--- src/rtl/llsc_pkg.sv ---
package llsc_pkg;

    typedef enum logic [1:0] {
        SC_FAIL     = 2'd0,
        SC_OK       = 2'd1,
        SC_UNCACHED = 2'd2
    } sc_code_e;

    typedef enum logic [2:0] {
        OP_IDLE,
        OP_LOAD,
        OP_LOCKED_LOAD,
        OP_COND_STORE,
        OP_STORE
    } req_op_e;

    function automatic req_op_e classify(input logic valid,
                                         input logic locked,
                                         input logic store);
        if (!valid)              return OP_IDLE;
        else if (locked && store) return OP_COND_STORE;
        else if (locked)          return OP_LOCKED_LOAD;
        else if (store)           return OP_STORE;
        else                      return OP_LOAD;
    endfunction

endpackage

--- src/rtl/rsv_slot.sv ---
module rsv_slot #(
    parameter int AW        = 32,
    parameter int GRAN_BITS = 4
) (
    input  logic                    clk,
    input  logic                    rst_n,
    input  logic                    set_lock,
    input  logic                    drop_own,
    input  logic                    snoop_en,
    input  logic [AW-GRAN_BITS-1:0] req_tag,
    output logic                    held,
    output logic                    tag_hit
);
    localparam int TW = AW - GRAN_BITS;

    typedef struct packed {
        logic          flag;
        logic [TW-1:0] tag;
    } slot_t;

    slot_t slot_d, slot_q;
    logic  same_gran;

    always_comb begin
        same_gran = (slot_q.tag == req_tag);
        slot_d    = slot_q;
        if (set_lock) begin
            slot_d.flag = 1'b1;
            slot_d.tag  = req_tag;
        end else if (drop_own) begin
            slot_d.flag = 1'b0;
        end else if (snoop_en && same_gran) begin
            slot_d.flag = 1'b0;
        end
    end

    always_ff @(posedge clk or negedge rst_n) begin
        if (!rst_n) slot_q <= '0;
        else        slot_q <= slot_d;
    end

    assign held    = slot_q.flag;
    assign tag_hit = slot_q.flag && same_gran;

endmodule

--- src/rtl/fail_tracker.sv ---
module fail_tracker #(
    parameter int CNT_W      = 32,
    parameter int WARN_EVERY = 100000
) (
    input  logic clk,
    input  logic rst_n,
    input  logic bump,
    input  logic clear,
    output logic warn_now
);
    localparam int PW = (WARN_EVERY > 2) ? $clog2(WARN_EVERY) : 1;
    localparam logic [CNT_W-1:0] CNT_MAX = '1;
    localparam logic [PW-1:0]    PH_LAST = PW'(WARN_EVERY - 1);

    typedef struct packed {
        logic [CNT_W-1:0] cnt;
        logic [PW-1:0]    phase;
    } trk_t;

    trk_t trk_d, trk_q;
    logic can_bump;

    always_comb begin
        trk_d    = trk_q;
        can_bump = bump && (trk_q.cnt != CNT_MAX);
        warn_now = can_bump && (trk_q.phase == PH_LAST);
        if (clear) begin
            trk_d = '0;
        end else if (can_bump) begin
            trk_d.cnt   = trk_q.cnt + 1'b1;
            trk_d.phase = (trk_q.phase == PH_LAST) ? '0 : trk_q.phase + 1'b1;
        end
    end

    always_ff @(posedge clk or negedge rst_n) begin
        if (!rst_n) trk_q <= '0;
        else        trk_q <= trk_d;
    end

endmodule

--- src/rtl/llsc_monitor.sv ---
module llsc_monitor
    import llsc_pkg::*;
#(
    parameter int NCTX       = 4,
    parameter int AW         = 32,
    parameter int GRAN_BITS  = 4,
    parameter int WARN_EVERY = 100000,
    parameter int CNT_W      = 32,
    localparam int CW        = (NCTX > 1) ? $clog2(NCTX) : 1
) (
    input  logic            clk,
    input  logic            rst_n,
    input  logic            req_valid,
    input  logic [CW-1:0]   req_ctx,
    input  logic [AW-1:0]   req_addr,
    input  logic            req_locked,
    input  logic            req_store,
    input  logic            req_uncached,
    output logic            rsp_valid,
    output logic [1:0]      rsp_code,
    output logic [NCTX-1:0] lock_flags,
    output logic            warn,
    output logic [CW-1:0]   warn_ctx
);
    localparam int TW = AW - GRAN_BITS;

    typedef struct packed {
        logic          valid;
        sc_code_e      code;
        logic          warn;
        logic [CW-1:0] wctx;
    } out_t;

    out_t            out_d, out_q;
    req_op_e         op;
    logic [TW-1:0]   req_tag;
    logic [NCTX-1:0] sel;
    logic [NCTX-1:0] hit_vec;
    logic [NCTX-1:0] held_vec;
    logic [NCTX-1:0] warn_vec;
    logic [NCTX-1:0] set_vec;
    logic [NCTX-1:0] drop_vec;
    logic [NCTX-1:0] bump_vec;
    logic [NCTX-1:0] clr_vec;
    logic            own_hit;
    logic            sc_pass;
    logic            sc_fail;
    logic            sc_unc;
    logic            snoop_en;

    always_comb begin
        op      = classify(req_valid, req_locked, req_store);
        req_tag = req_addr[AW-1:GRAN_BITS];
        for (int i = 0; i < NCTX; i++) sel[i] = (req_ctx == CW'(i));
        own_hit  = |(hit_vec & sel);
        sc_unc   = (op == OP_COND_STORE) && req_uncached;
        sc_pass  = (op == OP_COND_STORE) && !req_uncached && own_hit;
        sc_fail  = (op == OP_COND_STORE) && !req_uncached && !own_hit;
        snoop_en = (op == OP_STORE) || sc_pass || sc_unc;
        set_vec  = (op == OP_LOCKED_LOAD) ? sel : '0;
        drop_vec = sc_fail ? sel : '0;
        bump_vec = sc_fail ? sel : '0;
        clr_vec  = (sc_pass || sc_unc) ? sel : '0;

        out_d.valid = (op == OP_COND_STORE);
        out_d.code  = sc_unc ? SC_UNCACHED : (sc_pass ? SC_OK : SC_FAIL);
        out_d.warn  = |warn_vec;
        out_d.wctx  = req_ctx;
    end

    for (genvar g = 0; g < NCTX; g++) begin : g_ctx
        rsv_slot #(
            .AW        (AW),
            .GRAN_BITS (GRAN_BITS)
        ) u_slot (
            .clk      (clk),
            .rst_n    (rst_n),
            .set_lock (set_vec[g]),
            .drop_own (drop_vec[g]),
            .snoop_en (snoop_en),
            .req_tag  (req_tag),
            .held     (held_vec[g]),
            .tag_hit  (hit_vec[g])
        );

        fail_tracker #(
            .CNT_W      (CNT_W),
            .WARN_EVERY (WARN_EVERY)
        ) u_trk (
            .clk      (clk),
            .rst_n    (rst_n),
            .bump     (bump_vec[g]),
            .clear    (clr_vec[g]),
            .warn_now (warn_vec[g])
        );
    end

    always_ff @(posedge clk or negedge rst_n) begin
        if (!rst_n) out_q <= '0;
        else        out_q <= out_d;
    end

    assign rsp_valid  = out_q.valid;
    assign rsp_code   = out_q.code;
    assign warn       = out_q.warn;
    assign warn_ctx   = out_q.wctx;
    assign lock_flags = held_vec;

endmodule

--- config.mk ---
export PLATFORM = sky130hd
export DESIGN_NAME = llsc_monitor
export DESIGN_NICKNAME = d
export VERILOG_FILES = /design/src/rtl/llsc_pkg.sv /design/src/rtl/rsv_slot.sv /design/src/rtl/fail_tracker.sv /design/src/rtl/llsc_monitor.sv
export SDC_FILE = /design/constraint.sdc
export NUM_CORES = 1
export LEC_CHECK = 0
export BUFFER_PORTS_ARGS = -buffer_cell sky130_fd_sc_hd__buf_2
export CAP_MARGIN = 20
export CORE_AREA = 5 5 181 183
export DETAILED_ROUTE_END_ITERATION = 6
export DIE_AREA = 0 0 186 188
export HOLD_SLACK_MARGIN = 0.12
export PLACE_DENSITY = 0.83
export SLEW_MARGIN = 20
export SYNTH_ARGS = -nofsm -noshare
export SYNTH_HDL_FRONTEND = slang
export SYNTH_SLANG_ARGS = --single-unit
--- constraint.sdc ---
create_clock -name clk -period 3.16 [get_ports clk]
set_input_delay 0.158 -clock clk [delete_from_list [all_inputs] [get_ports clk]]
set_output_delay 0.158 -clock clk [all_outputs]
set_load 0.05 [all_outputs]
Word-level counts from Yosys, hierarchy flattened
Index checks and enable logic that the tools add are counted.
- flip-flop bits (word level): 318
- input port bits: 40
- $add $sub $neg: 8
- mux-type cells: 33
- reduce and logical (&&, ||, !) cells: 37
- equal/unequal tests: 18
- bitwise logic cells: 1
- operator list (cell ; number):
    49-bit 2-to-1 mux ; 8
    32-bit by 1-bit adder with 32-bit output (second input constant) ; 4
    32-bit != test (second input constant) ; 4
    28-bit equality test ; 4
    17-bit by 1-bit adder with 17-bit output (second input constant) ; 4
    17-bit equality test (second input constant) ; 4
    17-bit 2-to-1 mux ; 4
    1-bit logical AND ; 21
    1-bit 2-to-1 mux ; 13
    3-bit 2-to-1 mux ; 4
    4-bit 2-to-1 mux ; 3
    3-bit nonzero test ; 4
    2-bit nonzero test ; 4
    4-bit OR reduction ; 2
    3-bit by 2-bit equality test with 1-bit output (second input constant) ; 2
    4-bit AND ; 1
    2-bit equality test (second input constant) ; 2
    3-bit equality test (second input constant) ; 1
    1-bit logical OR ; 3
    2-bit by 1-bit equality test with 1-bit output (second input constant) ; 1
    1-bit logical NOT ; 2
    2-bit logical NOT ; 1
    2-bit 2-to-1 mux ; 1

Longest topological paths before layout
- word-level depth: 13
- mapped depth: 12

By module
Synthesis repeated with hierarchy kept, for this count alone.
- cells, all modules: 1798
- area total of the unflattened synthesis: 17996.0 sq um
- by module, submodules not included (module ; cells each ; times used ; area an instance (sq um) ; seq. area each (sq um)):
    fail_tracker (g_ctx[0].u_trk ...) ; 340 ; 3 ; 3051.7 ; 1226.2
    rsv_slot ; 105 ; 4 ; 1406.3 ; 725.7
    fail_tracker (g_ctx[1].u_trk) ; 315 ; 1 ; 2820.2 ; 1226.2
    llsc_monitor ; 43 ; 1 ; 395.4 ; 150.1

Least setup slack after synthesis
OpenSTA, ideal clock, no wires.
- path type: register -> register
- start point: register g_ctx[0].u_trk.trk_q[20] (netlist name)
- end point: register g_ctx[0].u_trk.trk_q[3] (netlist name)
- setup slack: 0.441 ns
- buffers on the path: 3
- data arrival time: 2.593 ns
- clock period less this slack: 2.719 ns
- stages on the path, launching flop included: 12
- cells stage by stage: dfrtp_1 and3_2 and4_4 nand2_2 or4_1 buf_2 o311ai_4 or2_4 buf_6 buf_6 nor3_1 a221o_1
- longest elaborated chain between the ends: 3
- RTL lines (what ; line ; source):
    start, declared ; fail_tracker.sv:20 ; trk_t trk_d, trk_q;
    start signal, assigned ; fail_tracker.sv:37 ; else trk_q <= trk_d;
    32-bit != test ; fail_tracker.sv:25 ; can_bump = bump && (trk_q.cnt != CNT_MAX);
    1-bit logical AND ; fail_tracker.sv:25 ;
    2-bit nonzero test (no source line) ; - ;
Every way passes these cells.
A chain may end at the register's enable or synchronous reset.

Worst setup path in the final report
- start point: input port req_addr[15]
- end point: register g_ctx[3].u_trk.trk_q[15] (netlist name)
- longest elaborated chain between the ends: 9
- elaborated cells on any way between the ends: 19
- classes of those cells: 4 x eq/ne; 3 x mux; 1 x bitwise; 11 x reduce/logical
- RTL lines (what ; line ; source):
    start, declared ; llsc_monitor.sv:15 ; input logic [AW-1:0] req_addr,
    28-bit equality test ; rsv_slot.sv:25 ; same_gran = (slot_q.tag == req_tag);
    1-bit logical AND ; rsv_slot.sv:43 ; assign tag_hit = slot_q.flag && same_gran;
    4-bit AND * ; llsc_monitor.sv:55 ; own_hit = |(hit_vec & sel);
    4-bit OR reduction * ; llsc_monitor.sv:55 ;
    1-bit logical NOT ; llsc_monitor.sv:58 ; sc_fail = (op == OP_COND_STORE) && !req_uncached && !own_hit;
    1-bit logical AND ; llsc_monitor.sv:58 ;
    4-bit 2-to-1 mux ; llsc_monitor.sv:62 ; bump_vec = sc_fail ? sel : '0;
    1-bit logical AND ; fail_tracker.sv:25 ;
    2-bit nonzero test (no source line) ; - ;
    end signal, assigned ; fail_tracker.sv:37 ;
    end, declared ; fail_tracker.sv:20 ;
Mark *: on every way between the ends. The rest lies on a longest branch, timed or not.

==> metrics <==
async set-or-reset flop fraction in the synthesized netlist 1.00; die area 0.0350 mm^2; register area between 0.007 and 0.008 mm^2; GPL Wtd Cong ~0.89; most frequent cells after synthesis dfrtp_1, nand2_1, a21oi_1; Setup WS post-layout around 0.11 ns; Synth cell types roughly 70; Max clock buf depth 3; CTS tree built; Overall Power approximately 11000 uW; cell taking the most area after synthesis dfrtp_1; TritonRoute pass-1 iters 6; Slew Viols, Final 0; Post-Syn Instances between 1500 and 2000; syn_nets ~1800; routed vias/inst around 6.4; Starting Density 0.549; crit path max fanout 9; worst hold path class input port to flip-flop; routed vias 14100; pre-CTS WS -0.0973 ns; CTS buffer count 35; Final Cycle Share 0.965; IR drop worst, VDD between 0.5 and 0.6 mV; vias in the first global route around 14000; Leak between 0.007 and 0.008 uW; Syn Area/Cell between 9 and 10 um^2; Post-Syn Area 0.0170 mm^2; Slew @ Worst Pin 0.842 ns; RSZ-0062 raised after global routing false; EDFF count, synth 0; routed len/inst about 19 um; final WL 41700 um; status complete, no violations; minimum clock period after layout roughly 3.0 ns; crit path capture type flip-flop; Seq/Total Area, Yosys 0.467; setup_tns 0 ns; Ys Warns 0; Post-CTS Setup Inserts 0; total grt overflow 0; Rel. slew slack 0.434; dpl cells ~2100; Fin. Hold Viols 0; CP Data Required Time ~3.5 ns; proportion of layout cells with a drive suffix above 1 0.179; Worst Setup Path Type input port to flip-flop; FMAX 328 MHz; synthesis-to-layout area growth 14.5%; final-report setup violation count 0; initial DRC count 1294; reg2reg setup slack about 0.15 ns; flops & latches, synth ~320; clk root buf clkbuf_16; WP data arrival 3.41 ns; Fillers between 2000 and 2500; ANT nets after route 0; top cell type's share of synthesized area 0.467; most frequent cell after synthesis dfrtp_1; Die W 186 um; multi-input logic area around 0.0085 mm^2; synth top area cells dfrtp_1, mux2_2, xnor2_1, a21oi_1, xor2_1; Main synth FF type dfrtp_1; htree depth 2; global-route wire length before repair roughly 70000 um; clock-pin slew on the worst setup and hold paths about 0.060 ns; skew final 0.0216 ns; die span in y around 190 um; max_cap viols 0; Core Area 0.0311 mm^2; Power Density 568 mW/mm^2; row cnt 65; initial antenna violation count 1; nets@finish ~1800; gr usage total 0.239; Cell Count, Final, Fillers Out around 2200; largest net degree at the start of global routing a little over 80; hpwl dp between 20000 and 30000 um; DRC violations left 0; crit start category input port; Ports 50; CTS Sinks 318; clock latency on the worst-skew pair about 0.52 ns; PortBufs between 40 and 50
## critical path, cell delays in order
cell and delay (ns):
dlygate4sd3_1 0.53, buf_2 0.15, buf_4 0.17, xnor2_1 0.21, nand4_1 0.10, nor4_1 0.54, buf_4 0.22, a22oi_1 0.10
and4b_1 0.29, buf_4 0.18, a211o_4 0.38, buf_4 0.18, nand2_1 0.07, o311ai_0 0.14
## per-layer routing
layer	wire (um)	vias up	part of all wire	GRT usage
li1	-	6489	-	-
met1	17200	7047	0.41	0.314
met2	20500	473	0.49	0.397
met3	2450	122	0.059	0.0409
met4	1510	0	0.036	0.0886
met5	0	-	0	0
## power breakdown
| part | internal (uW) | switching, uW | leakage (uW) |
|---|---|---|---|
| logic | 797 | 854 | 0.00309 |
| registers | 4620 | 434 | 0.00421 |
| clock network | 2730 | 1670 | 0.000611 |
| total | 8140 | 2960 | 0.00791 |
## final timing paths
path                                             to                        from  depth (start not counted)
hold reg to reg             g_ctx[2].u_trk.trk_q[9]     g_ctx[2].u_trk.trk_q[9]                          1
setup / recovery           g_ctx[3].u_trk.trk_q[15]                req_addr[15]                         14
setup reg to reg           g_ctx[3].u_trk.trk_q[15]  g_ctx[0].u_slot.slot_q[19]                         10
max in group asynchronous  g_ctx[2].u_trk.trk_q[14]                       rst_n                          3
min in group asynchronous  g_ctx[1].u_trk.trk_q[13]                       rst_n                          2
hold / removal                            rsp_valid                   req_valid                          3
## area by class of cell
class | instances | share of cell area
clock inverter | 10 | 0.00897
inverter | 41 | 0.00788
sequential | 318 | 0.408
tap | 402 | 0.0258
clock buffer | 51 | 0.0542
timing repair buffer | 141 | 0.0601
antenna | 1 | 0.000128
multi-input combinational | 1258 | 0.435
## cell usage in the layout (no fill, tap or decap), types with 53 or more instances in the layout
| cell | netlist | layout |
|---|---|---|
| nand4_1 | 61 | 61 |
| o21ai_0 | 67 | 67 |
| nand3_1 | 100 | 100 |
| dfrtp_1 | 318 | 318 |
| a21oi_1 | 125 | 125 |
| or4_1 | 60 | 59 |
| xor2_1 | 58 | 58 |
| buf_4 | 11 | 53 |
| nand2_1 | 127 | 127 |
| nor2_1 | 75 | 72 |
| xnor2_1 | 79 | 79 |
| mux2_2 | 114 | 114 |
## cells by family after synthesis
kind of cell / count (synthesis) / synth area share
mux: 130 / 0.0847
buf+inv: 147 / 0.0399
compound gates: 313 / 0.113
flops: 318 / 0.467
fa+ha+maj: 10 / 0.00734
simple gates: 668 / 0.218
xor+xnor: 137 / 0.0704
## per-stage QoR
step / hold WS [ns] / utilization / area, um^2
after CTS: 0.179 / 0.627 / 19500
after global routing: 0.221 / 0.628 / 19500
final: 0.193 / 0.628 / 19500
after detailed placement: 0.204 / 0.577 / 17900
after global placement: 0.193 / 0.577 / 17900
after floorplan: -0.138 / - / 17000
## sequential cells by signal (all words and copies together) (netlist names)
| name | count |
|---|---|
| g_ctx.u_trk.trk_q | 196 |
| g_ctx.u_slot.slot_q | 112 |
| g_ctx.u_slot.held | 4 |
| rsp_code | 2 |
| warn_ctx | 2 |
| rsp_valid | 1 |
| warn | 1 |
## timing repair
action	in CTS	in global routing
endpoints found under the hold margin	191	0
hold buffers	32	0
endpoints found under the setup margin	31	81
resized for setup	3	6
pin swaps	0	1
No activity file was read; power rests on OpenSTA's default activity.
